===== config.mk =====
export PLATFORM = sky130hd
export DESIGN_NAME = spi_reg_bridge
export DESIGN_NICKNAME = d
export VERILOG_FILES = /design/src/rtl/spi_rb_pkg.sv /design/src/rtl/spi_rb_sync.sv /design/src/rtl/spi_rb_rx.sv /design/src/rtl/spi_rb_tx.sv /design/src/rtl/spi_reg_bridge.sv
export SDC_FILE = /design/constraint.sdc
export NUM_CORES = 1
export LEC_CHECK = 0
export ABC_AREA = 1
export BUFFER_PORTS_ARGS = -buffer_cell sky130_fd_sc_hd__clkbuf_2
export CAP_MARGIN = 20
export CORE_UTILIZATION = 63
export DETAILED_ROUTE_END_ITERATION = 8
export PLACE_DENSITY = 0.85
export SYNTH_ARGS = -nofsm -noshare
export SYNTH_HDL_FRONTEND = slang
export SYNTH_HIERARCHICAL = 1
export SYNTH_SLANG_ARGS = --single-unit
export TNS_END_PERCENT = 50

===== constraint.sdc =====
create_clock -name clk -period 3.33 [get_ports clk]
set_clock_uncertainty 0.1 [all_clocks]
set_input_delay 0.1665 -clock clk [delete_from_list [all_inputs] [get_ports clk]]
set_output_delay 0.1665 -clock clk [all_outputs]
set_load 0.05 [all_outputs]

===== src/rtl/spi_rb_pkg.sv =====
package spi_rb_pkg;

   typedef enum logic {
      SPI_OP_READ  = 1'b0,
      SPI_OP_WRITE = 1'b1
   } spi_op_e;

   // Largest padding field value, expressed in serial bit times.
   function automatic int pad_bits_max(input int pad_w);
      return ((1 << pad_w) - 1) * 8;
   endfunction

endpackage


===== src/rtl/spi_rb_sync.sv =====
module spi_rb_sync #(
   parameter int            W       = 1,
   parameter int            STAGES  = 2,
   parameter logic [W-1:0]  RST_VAL = '0
) (
   input  logic         clk,
   input  logic         rst_n,
   input  logic [W-1:0] d,
   output logic [W-1:0] q
);

   if (STAGES < 0) begin : g_chk_stages
      $error("spi_rb_sync: STAGES must not be negative");
   end

   if (STAGES == 0) begin : g_bypass
      logic unused_clk;
      assign unused_clk = clk ^ rst_n;
      assign q = d;
   end else begin : g_chain
      logic [STAGES-1:0][W-1:0] stg;

      always_ff @(posedge clk or negedge rst_n) begin
         if (!rst_n) begin
            stg <= {STAGES{RST_VAL}};
         end else begin
            stg[0] <= d;
            for (int s = 1; s < STAGES; s++) begin
               stg[s] <= stg[s-1];
            end
         end
      end

      assign q = stg[STAGES-1];
   end

endmodule


===== src/rtl/spi_rb_rx.sv =====
module spi_rb_rx #(
   parameter int SH_W    = 32,
   parameter int CNT_W   = 7,
   parameter int CNT_MAX = 79
) (
   input  logic             clk,
   input  logic             rst_n,
   input  logic             frame_on,
   input  logic             rise,
   input  logic             sdi,
   output logic [CNT_W-1:0] cnt,
   output logic [SH_W-1:0]  shreg,
   output logic             rise_q
);

   localparam logic [CNT_W-1:0] CNT_TOP = CNT_W'(CNT_MAX);

   if (SH_W < 2) begin : g_chk_sh
      $error("spi_rb_rx: SH_W must be at least 2");
   end

   always_ff @(posedge clk or negedge rst_n) begin
      if (!rst_n) begin
         cnt    <= '0;
         shreg  <= '0;
         rise_q <= 1'b0;
      end else begin
         rise_q <= rise & frame_on;
         if (!frame_on) begin
            cnt <= '0;
         end else if (rise) begin
            shreg <= {shreg[SH_W-2:0], sdi};
            if (cnt != CNT_TOP) begin
               cnt <= cnt + 1'b1;
            end
         end
      end
   end

endmodule


===== src/rtl/spi_rb_tx.sv =====
module spi_rb_tx #(
   parameter int DATA_W = 32
) (
   input  logic              clk,
   input  logic              rst_n,
   input  logic              frame_on,
   input  logic              load,
   input  logic [DATA_W-1:0] load_val,
   input  logic              shift,
   output logic              sdo,
   output logic              in_data
);

   logic [DATA_W-1:0] sr;

   always_ff @(posedge clk or negedge rst_n) begin
      if (!rst_n) begin
         sr      <= '1;
         in_data <= 1'b0;
      end else if (!frame_on) begin
         sr      <= '1;
         in_data <= 1'b0;
      end else if (load) begin
         sr      <= load_val;
         in_data <= 1'b1;
      end else if (shift && in_data) begin
         sr <= {sr[DATA_W-2:0], 1'b1};
      end
   end

   assign sdo = in_data ? sr[DATA_W-1] : 1'b1;

endmodule


===== src/rtl/spi_reg_bridge.sv =====
module spi_reg_bridge
   import spi_rb_pkg::*;
#(
   parameter int ADDR_W      = 22,
   parameter int DATA_W      = 32,
   parameter int NCS         = 4,
   parameter int PAD_W       = 2,
   parameter int SYNC_STAGES = 2
) (
   input  logic              clk,
   input  logic              rst_n,
   input  logic              spi_sck,
   input  logic [NCS-1:0]    spi_cs_n,
   input  logic              spi_mosi,
   output logic              spi_miso,
   output logic              spi_miso_oe,
   input  logic [PAD_W-1:0]  pad_bytes,
   output logic              bus_req,
   output logic              bus_we,
   output logic [ADDR_W-1:0] bus_addr,
   output logic [DATA_W-1:0] bus_wdata,
   input  logic              bus_ack,
   input  logic [DATA_W-1:0] bus_rdata,
   output logic              late_err
);

   localparam int HDR_BITS = 1 + ADDR_W;
   localparam int SH_W     = (HDR_BITS > DATA_W) ? HDR_BITS : DATA_W;
   localparam int CNT_MAX  = HDR_BITS + pad_bits_max(PAD_W) + DATA_W;
   localparam int CNT_W    = $clog2(CNT_MAX + 1);
   localparam logic [CNT_W-1:0] HDR_END = CNT_W'(HDR_BITS);
   localparam logic [CNT_W-1:0] WR_END  = CNT_W'(HDR_BITS + DATA_W);

   // ---------------- elaboration checks ----------------
   if (ADDR_W < 1) begin : g_chk_addr
      $error("spi_reg_bridge: ADDR_W must be positive");
   end
   if (DATA_W < 8) begin : g_chk_data
      $error("spi_reg_bridge: DATA_W must be at least 8");
   end
   if (PAD_W < 1 || PAD_W > 4) begin : g_chk_pad
      $error("spi_reg_bridge: PAD_W must lie in 1..4");
   end
   if (NCS < 1) begin : g_chk_ncs
      $error("spi_reg_bridge: NCS must be positive");
   end

   // Only line 0 selects this bridge; the others are deliberately unused.
   if (NCS > 1) begin : g_spare_cs
      logic unused_cs;
      assign unused_cs = ^spi_cs_n[NCS-1:1];
   end

   // ---------------- pin synchronization and edge detect ----------------
   logic [2:0] pins_s;
   logic       cs_s, sck_s, mosi_s, sck_d;
   logic       frame_on, sck_rise, sck_fall;

   spi_rb_sync #(
      .W       (3),
      .STAGES  (SYNC_STAGES),
      .RST_VAL (3'b100)
   ) u_sync (
      .clk   (clk),
      .rst_n (rst_n),
      .d     ({spi_cs_n[0], spi_sck, spi_mosi}),
      .q     (pins_s)
   );

   assign {cs_s, sck_s, mosi_s} = pins_s;

   always_ff @(posedge clk or negedge rst_n) begin
      if (!rst_n) sck_d <= 1'b0;
      else        sck_d <= sck_s;
   end

   assign frame_on = ~cs_s;
   assign sck_rise = frame_on &  sck_s & ~sck_d;
   assign sck_fall = frame_on & ~sck_s &  sck_d;

   // ---------------- receive path ----------------
   logic [CNT_W-1:0] rx_cnt;
   logic [SH_W-1:0]  rx_sh;
   logic             rx_rise_q;

   spi_rb_rx #(
      .SH_W    (SH_W),
      .CNT_W   (CNT_W),
      .CNT_MAX (CNT_MAX)
   ) u_rx (
      .clk      (clk),
      .rst_n    (rst_n),
      .frame_on (frame_on),
      .rise     (sck_rise),
      .sdi      (mosi_s),
      .cnt      (rx_cnt),
      .shreg    (rx_sh),
      .rise_q   (rx_rise_q)
   );

   // ---------------- frame decode and bus master ----------------
   spi_op_e           rw_q;
   logic [ADDR_W-1:0] addr_q;
   logic [PAD_W-1:0]  pad_q;
   logic              outstanding, busy;
   logic              hdr_hit, wr_hit, issue_rd, issue_wr;
   logic              rd_wait, rd_ready, rd_avail;
   logic [DATA_W-1:0] rd_hold;
   logic              tx_load, tx_in_data;
   logic [DATA_W-1:0] tx_val;
   logic [CNT_W-1:0]  data_start;

   assign busy     = outstanding | bus_req;
   assign hdr_hit  = rx_rise_q && (rx_cnt == HDR_END);
   assign wr_hit   = rx_rise_q && (rx_cnt == WR_END) && (rw_q == SPI_OP_WRITE);
   assign issue_rd = hdr_hit && (spi_op_e'(rx_sh[HDR_BITS-1]) == SPI_OP_READ) && !busy;
   assign issue_wr = wr_hit && !busy;

   always_ff @(posedge clk or negedge rst_n) begin
      if (!rst_n) begin
         bus_req     <= 1'b0;
         bus_we      <= 1'b0;
         bus_addr    <= '0;
         bus_wdata   <= '0;
         outstanding <= 1'b0;
         rw_q        <= SPI_OP_READ;
         addr_q      <= '0;
         pad_q       <= '0;
      end else begin
         bus_req <= issue_rd | issue_wr;
         if (issue_rd) begin
            bus_we   <= 1'b0;
            bus_addr <= rx_sh[ADDR_W-1:0];
         end else if (issue_wr) begin
            bus_we    <= 1'b1;
            bus_addr  <= addr_q;
            bus_wdata <= rx_sh[DATA_W-1:0];
         end
         if (bus_ack)      outstanding <= 1'b0;
         else if (bus_req) outstanding <= 1'b1;
         if (hdr_hit) begin
            rw_q   <= spi_op_e'(rx_sh[HDR_BITS-1]);
            addr_q <= rx_sh[ADDR_W-1:0];
            pad_q  <= pad_bytes;
         end
      end
   end

   // ---------------- read data capture and late detection ----------------
   assign rd_avail   = rd_ready | (rd_wait & bus_ack);
   assign data_start = HDR_END + CNT_W'({pad_q, 3'b000});
   assign tx_load    = sck_fall && (rw_q == SPI_OP_READ) && (rx_cnt == data_start) && !tx_in_data;
   assign tx_val     = rd_ready ? rd_hold : (rd_avail ? bus_rdata : '1);

   always_ff @(posedge clk or negedge rst_n) begin
      if (!rst_n) begin
         rd_wait  <= 1'b0;
         rd_ready <= 1'b0;
         rd_hold  <= '0;
         late_err <= 1'b0;
      end else begin
         if (!frame_on) begin
            rd_wait  <= 1'b0;
            rd_ready <= 1'b0;
         end else begin
            if (issue_rd) rd_wait <= 1'b1;
            if (rd_wait && bus_ack && !rd_ready) begin
               rd_ready <= 1'b1;
               rd_hold  <= bus_rdata;
            end
         end
         if (tx_load && !rd_avail) late_err <= 1'b1;
      end
   end

   // ---------------- transmit path ----------------
   spi_rb_tx #(
      .DATA_W (DATA_W)
   ) u_tx (
      .clk      (clk),
      .rst_n    (rst_n),
      .frame_on (frame_on),
      .load     (tx_load),
      .load_val (tx_val),
      .shift    (sck_fall),
      .sdo      (spi_miso),
      .in_data  (tx_in_data)
   );

   assign spi_miso_oe = frame_on;

   // ---------------- assertions ----------------
   AST_REQ_SINGLE_PULSE: assert property (@(posedge clk) disable iff (!rst_n)
      bus_req |=> !bus_req);
   AST_ACK_ONLY_PENDING: assert property (@(posedge clk) disable iff (!rst_n)
      bus_ack |-> outstanding);
   AST_NO_REQ_DESELECTED: assert property (@(posedge clk) disable iff (!rst_n)
      (cs_s && $past(cs_s)) |=> !bus_req);
   AST_WRITE_FULL_WORD: assert property (@(posedge clk) disable iff (!rst_n)
      (bus_req && bus_we) |-> ($past(rx_cnt) == WR_END));
   AST_LOAD_READ_ONLY: assert property (@(posedge clk) disable iff (!rst_n)
      $rose(tx_in_data) |-> (rw_q == SPI_OP_READ));
   AST_LATE_STICKY: assert property (@(posedge clk) disable iff (!rst_n)
      late_err |=> late_err);

endmodule


# --- Yosys cells after proc, flatten, opt, wreduce, memory -nomap -nowiden ---
# Index checks and enable logic that the tools add are counted.
classes:
  addsub: 2
  eq_ne: 4
  muxes: 21
  bitwise: 15
  reduce_logical: 29
op_table:
  columns: ["cell", "n"]
  rows:
  - ["$mux W32", 5]
  - ["$mux W22", 2]
  - ["$mux W7", 3]
  - ["$reduce_bool A2 Y1", 7]
  - ["$logic_and A1 B1 Y1", 13]
  - ["$mux W1", 11]
  - ["$reduce_and A2 Y1", 4]
  - ["$add A7 B1 Y7 const B", 1]
  - ["$eq A7 B5 Y1 const B", 1]
  - ["$eq A7 B6 Y1", 1]
  - ["$eq A7 B6 Y1 const B", 1]
  - ["$ne A7 B7 Y1 const B", 1]
  - ["$add A5 B5 Y6 const A", 1]
  - ["$and A1 B1 Y1", 6]
  - ["$not A1 Y1", 6]
  - ["$logic_not A1 Y1", 4]
  - ["$or A1 B1 Y1", 3]
  - ["$reduce_bool A3 Y1", 1]
totals:
  ff_bits: 197
  inputBits: 43
  out_inout_bits: 59

# --- Logic depth before layout (Yosys ltp) ---
# Gate-level depths: netlist of run 1.
depth:
  word_depth: 8
  mapped_depth: 13

# --- Hierarchy ---
# Netlist of run 1, hierarchy kept.
modules_own_cells:
  columns: ["mod", "instances", "cells_per_inst", "area_each_um2", "seq_area_each_um2"]
  rows:
  - ["spi_reg_bridge", 1, 600, 5149.9, 2952.8]
  - ["spi_rb_tx", 1, 250, 1801.7, 865.8]
  - ["spi_rb_rx", 1, 197, 1666.6, 1001.0]
  - ["spi_rb_sync", 1, 9, 175.2, 152.6]

# --- Worst setup path before layout of run 1 ---
# Ideal clock, no wire load.
synth_path:
  path_type: "register -> register"
  start: "register u_sync.g_chain.stg (netlist bit u_sync/q[2])"
  end: "register u_tx.sr[22]"
  setup_ns: 0.076
  arrival_time_ns: 1.882
  t_required_ns: 3.154
  setup_slack_ns: 1.272
  path_stages_with_launch: 14
  path_buffers: 3
  path_cell_list: "dfstp_2 > buf_4 > inv_1 > nand2_1 > nor2_1 > o2111ai_1 > nor2_1 > buf_6 > inv_4 > buf_2 > nand2_1 > nand3_1 > nand2_1 > nand2_1"
synth_via:
  elab_chain_cells: 8
  word_cells_on_any_way: 10
  classes_between: "mux: 2; bitwise: 3; reduce/logical: 5"
synth_lines:
  columns: ["element", "line_no", "text"]
  rows:
  - ["start, declared", "spi_rb_sync.sv:21", "logic [STAGES-1:0][W-1:0] stg;"]
  - ["start signal, assigned", "spi_rb_sync.sv:25", "stg <= {STAGES{RST_VAL}};"]
  - ["start signal, assigned by index", "spi_rb_sync.sv:29", "stg[s] <= stg[s-1];"]
  - ["$not A1 Y1 (no line) (*)", null, null]
  - ["named net spi_miso_oe", "spi_reg_bridge.sv:16", "output logic spi_miso_oe,"]
  - ["$and A1 B1 Y1 (*) (2 in a row)", "spi_reg_bridge.sv:79", "assign sck_fall = frame_on & ~sck_s & sck_d;"]
  - ["named net sck_fall", "spi_reg_bridge.sv:57", "logic frame_on, sck_rise, sck_fall;"]
  - ["$logic_and A1 B1 Y1 (*) (3 in a row)", "spi_reg_bridge.sv:152", "assign tx_load = sck_fall && (rw_q == SPI_OP_READ) && (rx_cnt == data_start) && !tx_in_data;"]
  - ["named net tx_load", "spi_reg_bridge.sv:109", "logic tx_load, tx_in_data;"]
  - ["$mux W32", "spi_rb_tx.sv:23", "end else if (load) begin"]
  - ["$mux W32", "spi_rb_tx.sv:20", "end else if (!frame_on) begin"]
  - ["end signal, assigned", "spi_rb_tx.sv:24", "sr <= load_val;"]
  - ["end signal, assigned", "spi_rb_tx.sv:27", "sr <= {sr[DATA_W-2:0], 1'b1};"]
  - ["end, declared", "spi_rb_tx.sv:14", "logic [DATA_W-1:0] sr;"]
# The timed path passes the listed nets; every way through them passes the cells marked *.
# A chain may end at the register's enable or synchronous reset.

# --- Worst setup path in the final report of run 1 ---
layout_path:
  start: "register u_sync.g_chain.stg (netlist bit u_sync/q[2])"
  end: "register u_tx.sr[4]"
layout_via:
  elab_chain_cells: 8
  word_cells_on_any_way: 10
  classes_between: "mux: 2; bitwise: 3; reduce/logical: 5"
layout_lines:
  columns: ["element", "line_no"]
  rows:
  - ["$not A1 Y1 (no line) (*)", null]
  - ["$and A1 B1 Y1 (*) (2 in a row)", "spi_reg_bridge.sv:79"]
  - ["named net sck_fall", "spi_reg_bridge.sv:57"]
  - ["$logic_and A1 B1 Y1 (*) (3 in a row)", "spi_reg_bridge.sv:152"]
  - ["named net tx_load", "spi_reg_bridge.sv:109"]
  - ["$mux W32", "spi_rb_tx.sv:23"]
  - ["$mux W32", "spi_rb_tx.sv:20"]
# Marked as above.

==> results of run 1 <==
## power by group through the flow
| stage | clock network [mW] | logic (mW) | registers, mW |
|---|---|---|---|
| CTS | 2.05 | 0.273 | 2.52 |
| finish | 2.04 | 0.273 | 2.52 |
| global route | 2.14 | 0.311 | 2.53 |
| floorplan | 0 | 0.139 | 2.55 |
| detailed placement | 0 | 0.234 | 2.56 |
| global placement | 0 | 0.226 | 2.56 |
## metrics by stage
| step | power [mW] | std cells |
|---|---|---|
| finish | 4.83 | 1354 |
| global route | 4.98 | 1354 |
| CTS | 4.85 | 1353 |
| detailed placement | 2.80 | 1282 |
| global placement | 2.79 | 1282 |
| floorplan | 2.69 | 1056 |
## worst max-delay path, delay by kind of cell (launching register included)
kind                   cells  cell delay, ps
AND/OR/NAND/NOR            6            1180
flip-flops                 1             550
buffers and inverters      2             360
AO/OA/AOI/OAI              1             120
## cell type report
| cell class | count | area, um^2 | share of cell area, % |
|---|---|---|---|
| multi-input combinational | 686 | 3090 | 30.0 |
| antenna | 1 | 2.50 | 0.0243 |
| inverter | 111 | 419 | 4.07 |
| tap | 176 | 220 | 2.14 |
| clock inverter | 10 | 113 | 1.09 |
| sequential | 197 | 4970 | 48.3 |
| timing repair buffer | 151 | 1010 | 9.78 |
| clock buffer | 22 | 474 | 4.61 |
## cell usage after synthesis
| cell type | count |
|---|---|
| sky130_fd_sc_hd__buf_2 | 26 |
| sky130_fd_sc_hd__o21ai_2 | 2 |
| sky130_fd_sc_hd__xnor2_1 | 1 |
| sky130_fd_sc_hd__dfstp_2 | 34 |
| sky130_fd_sc_hd__o21ai_1 | 35 |
| sky130_fd_sc_hd__o21bai_1 | 1 |
| sky130_fd_sc_hd__dfrtp_1 | 163 |
| sky130_fd_sc_hd__clkinv_1 | 1 |
| sky130_fd_sc_hd__inv_1 | 106 |
| sky130_fd_sc_hd__xor2_1 | 2 |
| sky130_fd_sc_hd__nand4_2 | 1 |
| sky130_fd_sc_hd__nor2_2 | 5 |
| sky130_fd_sc_hd__clkbuf_1 | 22 |
| sky130_fd_sc_hd__inv_4 | 1 |
| sky130_fd_sc_hd__o21a_1 | 2 |
| sky130_fd_sc_hd__nor2_4 | 2 |
| sky130_fd_sc_hd__nand3_2 | 3 |
| sky130_fd_sc_hd__buf_1 | 4 |
| sky130_fd_sc_hd__o2111ai_1 | 1 |
| sky130_fd_sc_hd__nor2_1 | 15 |
| sky130_fd_sc_hd__nor2_8 | 1 |
| sky130_fd_sc_hd__nand2_2 | 2 |
| sky130_fd_sc_hd__a21oi_1 | 3 |
| sky130_fd_sc_hd__a22oi_1 | 32 |
| sky130_fd_sc_hd__nand3_1 | 107 |
| sky130_fd_sc_hd__nand4_1 | 2 |
| sky130_fd_sc_hd__nand2_4 | 2 |
| sky130_fd_sc_hd__ha_1 | 1 |
| sky130_fd_sc_hd__buf_6 | 4 |
| sky130_fd_sc_hd__inv_2 | 3 |
| sky130_fd_sc_hd__o21ai_0 | 49 |
| sky130_fd_sc_hd__nand2_1 | 417 |
| sky130_fd_sc_hd__buf_4 | 6 |
## layer usage
| metal | share of wire, % | global-route usage [%] | wire (um) |
|---|---|---|---|
| met4 | 3.0 | 13.4 | 600 |
| met1 | 43 | 39.8 | 8560 |
| met3 | 5.5 | 6.13 | 1100 |
| met5 | 0 | 0 | 0 |
| met2 | 49 | 47.4 | 9730 |
## flip-flops by register name, indices dropped and copies added (netlist names), 2 cells and up
name,flops
u_tx/sr,32
bus_wdata,32
rd_hold,32
u_sync/q,3
u_rx/cnt,7
u_rx/shreg,32
u_sync/g_chain.stg,3
pad_q,2
bus_addr,22
addr_q,22
## kinds of logic (layout without fill, tap and decap cells)
logic type,count (synthesis),count (layout),synth area share (%)
buffers and inverters,173,294,8.38
adders and majority gates,1,1,0.142
xor gates and xnor gates,3,3,0.299
DFF,197,197,56.5
and+or+nand+nor,557,557,26.4
AOI/OAI and AO/OA,125,125,8.24
other,0,1,0
## final timing paths
check / cells after the start / end / startpoint
max: 9 / u_tx/sr[4] / u_sync/q[2]
min: 2 / bus_addr[14] / rst_n
max reg2reg: 9 / u_tx/sr[4] / u_sync/q[2]
min reg2reg: 0 / u_sync/q[2] / u_sync/g_chain.stg[2]
max in group asynchronous: 3 / bus_wdata[1] / rst_n
min in group clk: 0 / u_sync/q[2] / u_sync/g_chain.stg[2]
==> results.yml, run 1 <==
timing:
  timing_worst_slew_pin_value_ps: 966
  rsz0062_at_grt: "false"
  drv_slew: 0
  final.hold.worst_slack_ps: 243
  final_min_period_over_clock_period_pct: 71.4
  worst_slack_ps: 951
  period_minus_slack_ps: 2380
  max_clock_freq_mhz: 420
  timing.max_slew.rel_slack_pct: 35.5
  hold_violations: 0
  final.setup.tns_ps: 0
  final-setup-viol-count: 0
placement:
  detailedPlace.worstSlack_ps: 984
  place_hpwl_um: 11200
  placement.io_buffers: 98
  place_congestion: 0.815
  cell_area_placed_um2: 9320
worst_setup_path:
  cell_by_cell_listing_of_the_critical_path: "inv_1, nand2_1, nor2_1, o2111ai_1, nor2_2, inv_4, nand3_2, nand2_1, nand2_1"
  worst_path_largest_cell_delay_ps: 600
  regToRegSetupSlack_ps: 950
  required_time_at_the_worst_slack_endpoint_ps: 3590
  worstPathMaxFanout: 34
  cp.arrival_ps: 2640
  startpoint_type: "register"
  slowest_stage: "sky130_fd_sc_hd__nand3_2"
  crit_path_end_kind: "register"
  worstSetupPathType: "register to register"
  critPathMostFrequentCell: "sky130_fd_sc_hd__nand2_1"
pwr:
  power.internal_mw: 3.70
  power.switching_fraction_pct: 23.5
  cellPowerDensity_nw_per_um2: 469
  power.ir.vdd_worst_v: 0.000381
  power.net_switching_mw: 1.14
  comb_power_share_pct: 5.7
  leakagePower_nw: 5.19
  clkPwrFrac_pct: 42.1
  seq_power_share_pct: 52.2
yosys:
  leading_cell_types_by_total_area_after_synthesis: "sky130_fd_sc_hd__dfrtp_1 (46%), sky130_fd_sc_hd__nand2_1 (18%), sky130_fd_sc_hd__dfstp_2 (10%), sky130_fd_sc_hd__nand3_1 (6.1%), sky130_fd_sc_hd__inv_1 (4.5%)"
  postSynthRegisterBits: 197
  average_cell_area_after_synthesis_um2: 8.33
  yosysWarningCount: 6
  mappedNetlistNets: 1100
  synth.top_cell.area_share_pct: 46.4
  syn_area_um2: 8790
  synth_cell_types: 33
  syn_inst: 1056
  synth-seq-area-share_pct: 56.5
  synth_area_leader_cell: "sky130_fd_sc_hd__dfrtp_1"
clock_tree:
  root_buffer: "sky130_fd_sc_hd__clkbuf_16"
  tritoncts: "yes"
  cts_htree_levels: 4
  numCtsBuffers: 17
  postCtsResizedCells: 0
  post_cts_buffers: 0
  worst_setup_hold_path_clk_slew_ps: 70
  max-clock-path-buffers: 2
  insertion_delay_ps: 440
  tritoncts_num_sinks: 197
  hold_buffers: 39
finish:
  filler_cell_count: 910
  layout.cells.most_common: "sky130_fd_sc_hd__nand2_1"
  layout-drive-gt1-share_pct: 16.9
  most-common-layout-cells: "sky130_fd_sc_hd__nand2_1 (417), sky130_fd_sc_hd__dfrtp_1 (163), sky130_fd_sc_hd__nand3_1 (107)"
  fin_util_pct: 76.5
  area_growth_pct: 17.1
  post-route-cell-area_um2: 10300
  design.final.nets: 1208
run:
  cap_viol_max_count: 0
routing:
  postRouteWirelength_um: 20000
  drc: 0
  detailroute.via_count: 7369
  length_of_the_first_detailed_routing_pass_in_iterations: 6
  final_antenna_net_count: 0
  dr.first_iter.drc_count: 662
  vias_per_cell: 5.44
  wl_per_cell_um: 14.8
die:
  core_area_um2: 13500
  fp.dieW_um: 120
  dieArea_um2: 14400
  initial_utilization_pct: 65.4
  rows: 42
  num_io_pins: 102
  dieHeight_um: 120
grt:
  grt-ovfl-total: 0
  grt_first_pass_wirelength_um: 33600
  grt_util_all_layers_pct: 29.9
  grt_antenna_before_repair: 1
  pin_count_of_the_biggest_net_entering_global_routing: 94
  first_global_vias: 7170
outcome:
  run_status: "finished clean"
worst_hold_path:
  path_type_of_the_worst_min_delay_path: "input port to async pin"
Note: power is estimated with default switching activity, not from simulation.
==> run 2: changes to the inputs <==
Settings changed: CORE_UTILIZATION 63 to 53, PLACE_DENSITY 0.85 to 0.76.
Clock period 3.33 ns to 1.9 ns, I/O delays scaled along.
==> run 2 against run 1 <==
Net effect:
- first-iteration DRC count fell by 11%
- combinational power up 93%
- via count barely moved
- sequential cell count is the same
- largest power group unchanged
- die area grew 19%
- sequential power grew 75%
==> results.yml, run 2 (synthesized netlist as in run 1, its figures left out) <==
outcome:
  run_status: "finished clean"
worst_setup_path:
  cell_by_cell_listing_of_the_critical_path: "clkinvlp_4, buf_4, buf_2"
  worstPathMaxFanout: 32
  worst_path_largest_cell_delay_ps: 570
  worstSetupPathType: "register to output port"
  required_time_at_the_worst_slack_endpoint_ps: 1700
  slowest_stage: "sky130_fd_sc_hd__dfstp_2"
  crit_path_end_kind: "output port"
  startpoint_type: "register"
  cp.arrival_ps: 1670
timing:
  final-setup-viol-count: 0
  worst_slack_ps: 39.8
  hold_violations: 0
  drv_slew: 0
  timing_worst_slew_pin_value_ps: 496
  max_clock_freq_mhz: 538
  timing.max_slew.rel_slack_pct: 66.9
  final_min_period_over_clock_period_pct: 97.9
  rsz0062_at_grt: "true"
  period_minus_slack_ps: 1860
die:
  dieArea_um2: 17100
  num_io_pins: 102
  core_area_um2: 16100
  initial_utilization_pct: 54.8
  fp.dieW_um: 131
  dieHeight_um: 131
  rows: 46
finish:
  area_growth_pct: 22.7
  post-route-cell-area_um2: 10800
  layout-drive-gt1-share_pct: 19.9
  fin_util_pct: 67.2
  most-common-layout-cells: "sky130_fd_sc_hd__nand2_1 (411), sky130_fd_sc_hd__dfrtp_1 (162), sky130_fd_sc_hd__nand3_1 (106)"
  layout.cells.most_common: "sky130_fd_sc_hd__nand2_1"
  design.final.nets: 1235
routing:
  postRouteWirelength_um: 20700
  final_antenna_net_count: 0
  dr.first_iter.drc_count: 589
  vias_per_cell: 5.18
  drc: 0
  length_of_the_first_detailed_routing_pass_in_iterations: 5
  detailroute.via_count: 7365
  wl_per_cell_um: 14.6
grt:
  grtUsageMet1_pct: 34.2
  grt_first_pass_wirelength_um: 33800
  first_global_vias: 7137
  grt_antenna_before_repair: 0
  grt_use_met3_pct: 4.52
  gr-max-usage-layer: "met2"
  globalRouteMet2Util_pct: 40.9
  grt_util_all_layers_pct: 25.4
  grt-ovfl-total: 0
  pin_count_of_the_biggest_net_entering_global_routing: 57
clock_tree:
  root_buffer: "sky130_fd_sc_hd__clkbuf_16"
  cts_htree_levels: 4
  tritoncts_num_sinks: 197
  numCtsBuffers: 17
  max-clock-path-buffers: 2
  insertion_delay_ps: 430
  tritoncts: "yes"
  worst_setup_hold_path_clk_slew_ps: 80
placement:
  placement.io_buffers: 98
  cell_area_placed_um2: 9600
  place_hpwl_um: 12400
  detailedPlace.worstSlack_ps: -7.70
  place_congestion: 0.817
pwr:
  leakagePower_nw: 5.40
  power.ir.vdd_worst_v: 0.000705
  cellPowerDensity_nw_per_um2: 801
run:
  cap_viol_max_count: 0
worst_hold_path:
  path_type_of_the_worst_min_delay_path: "input port to async pin"
## run 2: cell count changes in the layout (fill, tap and decap cells not counted), moves of 2 or more
cell / change
sky130_fd_sc_hd__clkbuf_8: -2
sky130_fd_sc_hd__buf_4: +13
sky130_fd_sc_hd__buf_6: +4
sky130_fd_sc_hd__bufinv_16: +2
sky130_fd_sc_hd__nand2_1: -6
sky130_fd_sc_hd__nand2_2: +6
sky130_fd_sc_hd__clkinvlp_4: +2
sky130_fd_sc_hd__buf_12: +6
sky130_fd_sc_hd__inv_6: +2
sky130_fd_sc_hd__inv_8: +2
## run 2: path summary, 6_finish.rpt
kind,start,to,slack [ps],depth (start not counted)
worst max-delay path,u_sync/q[2],spi_miso_oe,40,3
worst min-delay path,rst_n,addr_q[14],90,2
min in group clk,spi_mosi,u_sync/g_chain.stg[0],230,2
worst min register to register,u_sync/g_chain.stg[1],u_sync/q[1],250,0
max in group asynchronous,rst_n,bus_wdata[26],930,3
worst max register to register,u_rx/cnt[3],u_tx/sr[24],50,9
## run 2: power by group
group / internal (mW) / switching (mW) / leakage, nW
sequential: 4.35 / 0.0756 / 2.60
combinational: 0.216 / 0.312 / 2.50
clock: 2.03 / 1.67 / 0.292
total: 6.59 / 2.06 / 5.40
## run 2: cell type report
type / count / area [um^2]
Timing Repair Buffer: 177 / 1340
Clock buffer: 19 / 443
Clock inverter: 13 / 164
Multi-Input combinational cell: 686 / 3140
Antenna cell: 1 / 2.50
Inverter: 111 / 452
Tap cell: 216 / 270
Sequential cell: 197 / 4970
Fill cell: 1214 / 5270
Timing Repair inverter: 1 / 8.76
## run 2: repair_timing
| item | CTS | global route |
|---|---|---|
| buffers inserted | 3 | 1 |
| cloned | 2 | 1 |
| hold buffers | 39 | 0 |
| endpoints found under the setup margin | 37 | 49 |
| hold endpoints to repair | 193 | 0 |
| gates resized for setup | 6 | 20 |
| pin swaps | 1 | 3 |
## run 2: per-stage QoR
| stage | cells | setup TNS (ps) | hold WS, ps | power [mW] |
|---|---|---|---|---|
| global placement | 1342 | 0 | 4.39 | 4.92 |
| global route | 1420 | -229 | 152 | 8.93 |
| CTS | 1418 | 0 | 115 | 8.67 |
| finish | 1421 | 0 | 91.3 | 8.65 |
| detailed placement | 1342 | -17.7 | 3.84 | 4.93 |
| floorplan | 1056 | -2670 | -301 | 4.72 |
## run 2: per-layer routing
layer / up-vias / share of wire (%)
li1: 3593 / -
met1: 3515 / 44
met2: 221 / 49
met3: 36 / 5.1
met4: 0 / 2.1
met5: - / 0
## run 2: worst max-delay path, delay by kind of cell (launching register included)
kind     cells  cell delay (ps)
flops        1              570
buf+inv      3              660
